**config.mk**
```make
export PLATFORM = sky130hd
export DESIGN_NAME = pin_hold_ctl
export DESIGN_NICKNAME = d
export VERILOG_FILES = /design/src/rtl/pin_hold_ctl.sv
export SDC_FILE = /design/constraint.sdc
export NUM_CORES = 1
export LEC_CHECK = 0
export BUFFER_PORTS_ARGS = -buffer_cell sky130_fd_sc_hd__buf_4
export CAP_MARGIN = 20
export CELL_PAD_IN_SITES_DETAIL_PLACEMENT = 1
export CELL_PAD_IN_SITES_GLOBAL_PLACEMENT = 2
export CORE_UTILIZATION = 24
export DETAILED_ROUTE_END_ITERATION = 7
export MAX_ROUTING_LAYER = met4
export PLACE_DENSITY = 0.73
export SLEW_MARGIN = 20
export SYNTH_ARGS = -nofsm -noshare
export SYNTH_HDL_FRONTEND = slang
export SYNTH_SLANG_ARGS = --single-unit
```
**constraint.sdc**
```tcl
create_clock -name clk -period 1.35 [get_ports clk]
set_input_delay 0.135 -clock clk [delete_from_list [all_inputs] [get_ports clk]]
set_output_delay 0.135 -clock clk [all_outputs]
set_load 0.01 [all_outputs]
```
**src/rtl/pin_hold_ctl.sv**
```systemverilog
module pin_hold_ctl #(
  parameter int NPINS = 22,
  parameter int AW = 8,
  parameter int DW = 32,
  parameter logic [AW-1:0] RUN_OFS  = 8'h00,
  parameter logic [AW-1:0] SLP_OFS  = 8'h0C,
  parameter logic [AW-1:0] HOLD_OFS = 8'h10
) (
  input  logic             clk,
  input  logic             hard_rst,
  input  logic             soft_rst,
  input  logic             sleep_rst,
  input  logic             sleep_enter,
  input  logic             sleep_exit,
  input  logic             power_loss,
  input  logic             bus_sel,
  input  logic             bus_wr,
  input  logic [AW-1:0]    bus_addr,
  input  logic [DW-1:0]    bus_wdata,
  output logic [DW-1:0]    bus_rdata,
  input  logic [NPINS-1:0] per_oe,
  input  logic [NPINS-1:0] per_do,
  output logic [NPINS-1:0] pad_oe,
  output logic [NPINS-1:0] pad_do
);
  localparam logic [NPINS-1:0] ONES = '1;

  logic [NPINS-1:0] run_dir, slp_dir, hold_lat;
  logic asleep, hold;
  logic [DW-1:0] rd_mux;

  wire wr_run  = bus_sel & bus_wr & (bus_addr == RUN_OFS);
  wire wr_slp  = bus_sel & bus_wr & (bus_addr == SLP_OFS);
  wire wr_hold = bus_sel & bus_wr & (bus_addr == HOLD_OFS);
  wire hold_clr = wr_hold & bus_wdata[0];
  wire pin_lock = asleep | hold;
  wire unused_wdata = ^bus_wdata[DW-1:NPINS];

  always_ff @(posedge clk)
    if (hard_rst | soft_rst | sleep_rst | sleep_enter) run_dir <= '0;
    else if (wr_run) run_dir <= bus_wdata[NPINS-1:0];

  always_ff @(posedge clk)
    if (hard_rst) slp_dir <= ONES;
    else if (wr_slp) slp_dir <= bus_wdata[NPINS-1:0];

  always_ff @(posedge clk)
    if (hard_rst | power_loss) hold_lat <= ONES;
    else if (sleep_enter) hold_lat <= slp_dir;

  always_ff @(posedge clk)
    if (hard_rst) asleep <= 1'b0;
    else if (sleep_enter) asleep <= 1'b1;
    else if (sleep_exit) asleep <= 1'b0;

  always_ff @(posedge clk)
    if (hard_rst) hold <= 1'b0;
    else if (sleep_exit) hold <= 1'b1;
    else if (hold_clr) hold <= 1'b0;

  always_comb begin
    rd_mux = '0;
    if (bus_addr == RUN_OFS) rd_mux[NPINS-1:0] = run_dir;
    else if (bus_addr == SLP_OFS) rd_mux[NPINS-1:0] = slp_dir;
    else if (bus_addr == HOLD_OFS) rd_mux[0] = hold;
  end

  always_ff @(posedge clk)
    if (hard_rst) bus_rdata <= '0;
    else if (bus_sel & ~bus_wr) bus_rdata <= rd_mux;
    else bus_rdata <= '0;

  assign pad_oe = pin_lock ? ~hold_lat : (run_dir & per_oe);
  assign pad_do = pin_lock ? '0 : per_do;
endmodule


```
# Word-level counts from Yosys, hierarchy flattened
# Cells that the tools add are included.
[word_totals] wordCells=38 in_bits=93 output_inout_bits=76 ff_bits=100
[op_classes] bitwise=15 n_reduce_logical=4 eq_ne=2 mux=10
[ops] operator="$mux 22" n=3
[ops] operator="$and 22x22->22" n=1
[ops] operator="$not 22->22" n=1
[ops] operator="$mux 21" n=1
[ops] operator="$eq 8x4->1 const B" n=1
[ops] operator="$eq 8x5->1 const B" n=1
[ops] operator="$logic_not 8->1" n=1
[ops] operator="$and 1x1->1" n=6
[ops] operator="$mux 1" n=6
[ops] operator="$or 1x1->1" n=5
[ops] operator="$reduce_bool 2->1" n=2
[ops] operator="$not 1->1" n=2
[ops] operator="$reduce_or 2->1" n=1

# Longest topological paths before layout
[logic_depth] ltp_word=5 depth_mapped=5 ltp_nobuf=3

# Least setup slack after synthesis
# OpenSTA, ideal clock, no wires.
[synth_path] path_kind="input port to flip-flop" from="in bus_addr[4]" to="reg run_dir[2]" setup_slack_ns=-0.145 required_time_ns=1.278 path_stages=5 arrival_ns=1.424 path_buffers=2 setup_time_ns=0.072 path_cell_list="or4_4 -> buf_6 -> nor3_4 -> buf_8 -> mux2i_1"
[synth_via] elab_chain_len=2
[synth_rtl] element="from (decl)" line="18" text="input logic [AW-1:0] bus_addr,"
[synth_rtl] element="$logic_not 8->1" line="32" text="wire wr_run = bus_sel & bus_wr & (bus_addr == RUN_OFS);"
[synth_rtl] element="$and 1x1->1" line="32"
[synth_rtl] element="to (signal assigned)" line="41" text="else if (wr_run) run_dir <= bus_wdata[NPINS-1:0];"
[synth_rtl] element="to (decl)" line="28" text="logic [NPINS-1:0] run_dir, slp_dir, hold_lat;"
# Every way passes these cells.
# A chain may end at the register's enable or synchronous reset.

# Final worst setup path
[layout_path] from="reg hold" to="out pad_do[15]"
[layout_via] elab_chain_len=2
[layout_rtl] element="from (decl)" line="29" text="logic asleep, hold;"
[layout_rtl] element="from (signal assigned)" line="57" text="if (hard_rst) hold <= 1'b0;"
[layout_rtl] element="from (signal assigned)" line="58" text="else if (sleep_exit) hold <= 1'b1;"
[layout_rtl] element="from (signal assigned)" line="59" text="else if (hold_clr) hold <= 1'b0;"
[layout_rtl] element="$or 1x1->1" line="36" text="wire pin_lock = asleep | hold;"
[layout_rtl] element="$mux 22" line="74" text="assign pad_do = pin_lock ? '0 : per_do;"
[layout_rtl] element="to (decl)" line="24" text="output logic [NPINS-1:0] pad_do"
# Every way passes these cells.

==> run_results.csv <==
group,metric,value,unit
critical_path,path_common_cell,"buf_6",
power,power_leakage,2.483,nW
timing,setup_ws,-204.9,ps
clocking,clockRootBuffer,"clkbuf_16",
power,power_frac_comb,15.2,%
timing,drv_slew,0,
clocking,cts_num_sinks,90,
final_layout,fillers,1868,
floorplan,rows,46,
final_layout,drive_above_1_share,40.82,%
clocking,clk_path_buf_depth,2,
floorplan,ios,169,
detailed_routing,vias,4157,
final_layout,area_delta_synth_final,57.59,%
critical_path,regToRegSetupSlack,360,ps
critical_path,critPathMaxStageDelay,330,ps
floorplan,die_x,131.3,µm
floorplan,core_area,0.01612,mm²
placed_design,postPlaceCellArea,0.005567,mm²
power,power,6.194,mW
detailed_routing,drt_drc_violations_left,0,
timing,fin_setup_tns,-7018,ps
clocking,clock_latency,340,ps
global_routing,grt_pass1_vias,4559,
critical_path,path_class,"flop to output pin",
synth,ys_seq_area_share,44.87,%
synth,syn_area_per_cell,8.382,µm²
synth,ys.flop_type,"dfxtp_1",
detailed_routing,drt_pass1_iterations,4,
placed_design,dp_hpwl,10030,µm
critical_path,start_kind,"flop",
floorplan,dieHeight,131.3,µm
floorplan,die_area,0.01725,mm²
power,switchingPower,1.499,mW
status,status,"finished, violations left",
synth,netlist_instances,479,
clocking,cts_tree,"built",
global_routing,grt_pass1_wl,24270,µm
clocking,clk_pin_slew,60,ps
critical_path,critPathMaxFanout,5,
synth,synth_cell_type_count,30,
timing,setup_viol,44,
hold_path,hold_path_class,"primary input to flop",
synth,synth_warnings,0,
timing,hold_viol_final,0,
hold_path,min_path_cells,2,
final_layout,register_area,0.001804,mm²
critical_path,path_cells,"nor2_4, buf_6, buf_12, buf_16, and2_4, buf_6",
global_routing,grt_util_all_layers,18.42,%
power,ir_worst_vdd,531.1,µV
global_routing,antenna_found_initial,0,
power,power_density,979.0,mW/mm²
power,seqPwrFrac,43.0,%
synth,syn_area,0.004015,mm²
detailed_routing,ant_nets,0,
critical_path,end_kind,"output pin",
timing,min_period,1555,ps
timing,fin_skew,3.622,ps
critical_path,critPathRequiredTime,1220,ps
clocking,htreeDepth,3,
floorplan,start_util,24.91,%
final_layout,n_antenna_cell,0,
power,clkPwrFrac,41.8,%
synth,ys_ff_latch,90,
timing,fin_crit_sh,115.2,%
placed_design,gp_congestion,0.7733,
final_layout,postLayoutCellArea,0.006327,mm²
detailed_routing,drt-total-wl,15310,µm
detailed_routing,via_per_inst,4.873,
detailed_routing,wire_per_inst,17.94,µm
job,maxCapViolCount,0,
critical_path,cpMaxStageDelayCell,"dfxtp_2",
critical_path,rr_worst_depth,4,
synth,async_flop_share,0,%
critical_path,arrival,1420,ps
synth,synth_edf_count,0,
detailed_routing,drtIter0Drc,225,
global_routing,gr-total-overflow,0,
timing,rsz0062_at_grt,"yes",
timing,max_freq,643.1,MHz
power,switching_share,24.20,%
final_layout,multiInputGateArea,0.002182,mm²
placed_design,port_buffers,148,
power,power.internal,4.695,mW
clocking,cts_buffers,9,
global_routing,grt_max_degree,45,
clocking,holdBufCountCts,0,
status,violations,"setup timing",
timing,hold_ws,36.49,ps
final_layout,final_nets,725,
==> power by group through the flow <==
stage	logic [mW]	clock network (mW)	registers (mW)
3_5_place_dp	0.707	0	2.72
2_1_floorplan	0.275	0	2.72
4_1_cts	0.934	2.64	2.66
3_3_place_gp	0.695	0	2.72
6_report	0.939	2.59	2.67
5_1_grt	1.00	2.76	2.66
==> worst max-delay path: cells and delay by family (launching register included) <==
kind / cells / cell delay, ps
buffers and inverters: 4 / 490
flip-flops: 1 / 330
AND/OR/NAND/NOR: 2 / 260
==> cells in the mapped netlist (all sizes together), types with 2 or more instances <==
cell type / number / area share (%)
clkbuf: 36 / 3.4
a21oi: 22 / 2.7
or4: 2 / 0.47
nor4: 25 / 4.1
nor2: 4 / 0.37
nor3: 3 / 0.65
and2: 23 / 3.6
inv: 2 / 0.19
o21ai: 44 / 5.5
buf: 20 / 3.7
mux2i: 44 / 11
nand2: 69 / 6.5
a31oi: 22 / 3.4
nand3: 66 / 8.2
dfxtp: 90 / 45
==> cell usage in the layout (no fill, tap or decap), drive strengths merged, types with 2 or more instances in the layout <==
cell type	count
inv	2
a21oi	22
nor3	3
o21ai	44
clkinvlp	2
and2	23
conb	10
nor4	25
nand2	69
mux2i	44
or4	2
nor2	4
dfxtp	90
a31oi	22
buf	189
clkbuf	12
nand3	66
==> per-stage QoR <==
step,setup slack [ps],std cells,utilization [%]
2_1_floorplan,-99.45,488,-
3_3_place_gp,-169.8,827,34.54
3_5_place_dp,-237.5,827,34.54
4_1_cts,-208.7,853,38.71
5_1_grt,-266.4,853,39.26
6_report,-204.9,853,39.26
==> layer usage <==
| metal | global-route usage [%] | up-vias | routed length (µm) |
|---|---|---|---|
| met5 | - | - | 0 |
| met3 | 4.167 | 17 | 745 |
| li1 | - | 1979 | - |
| met4 | 5.814 | 0 | 247 |
| met1 | 22.11 | 2013 | 6869 |
| met2 | 30.53 | 148 | 7443 |
==> registers in the layout (all words and copies together) (netlist names) <==
signal	flops
hold_lat	22
hold	1
asleep	1
run_dir	22
bus_rdata	22
slp_dir	22
==> cell families (layout without fill, tap and decap cells) <==
family | count (synthesis) | count (layout) | share of synthesized area, %
flip-flops | 90 | 90 | 44.87
AO/OA/AOI/OAI | 90 | 90 | 12.12
AND/OR/NAND/NOR | 196 | 196 | 24.68
other | 1 | 10 | 0.09340
multiplexers | 44 | 44 | 10.97
buffers and inverters | 58 | 207 | 7.261
==> final timing paths <==
check	from	to
setup reg to reg	hold	bus_rdata[0]
hold / removal	hard_rst	asleep
hold reg to reg	hold_lat[12]	hold_lat[12]
setup / recovery	hold	pad_do[15]
==> area by class of cell <==
| class | count | area share [%] |
|---|---|---|
| multi-input cells | 340 | 34.49 |
| flip-flops and latches | 90 | 28.51 |
| repair buffers | 189 | 27.76 |
| well taps | 216 | 4.271 |
| clock buffers | 12 | 4.054 |
| clock inverters | 4 | 0.7910 |
| inverters | 2 | 0.1186 |
==> what timing repair did <==
action / 4_1_cts / 5_1_grt
buffers inserted: 5 / 0
endpoints found under the setup margin: 44 / 44
hold endpoints to repair: 0 / 0
cloned: 6 / 0
pin swaps: 18 / 4
resized for setup: 74 / 20
Note: power is estimated with default switching activity, not from simulation.
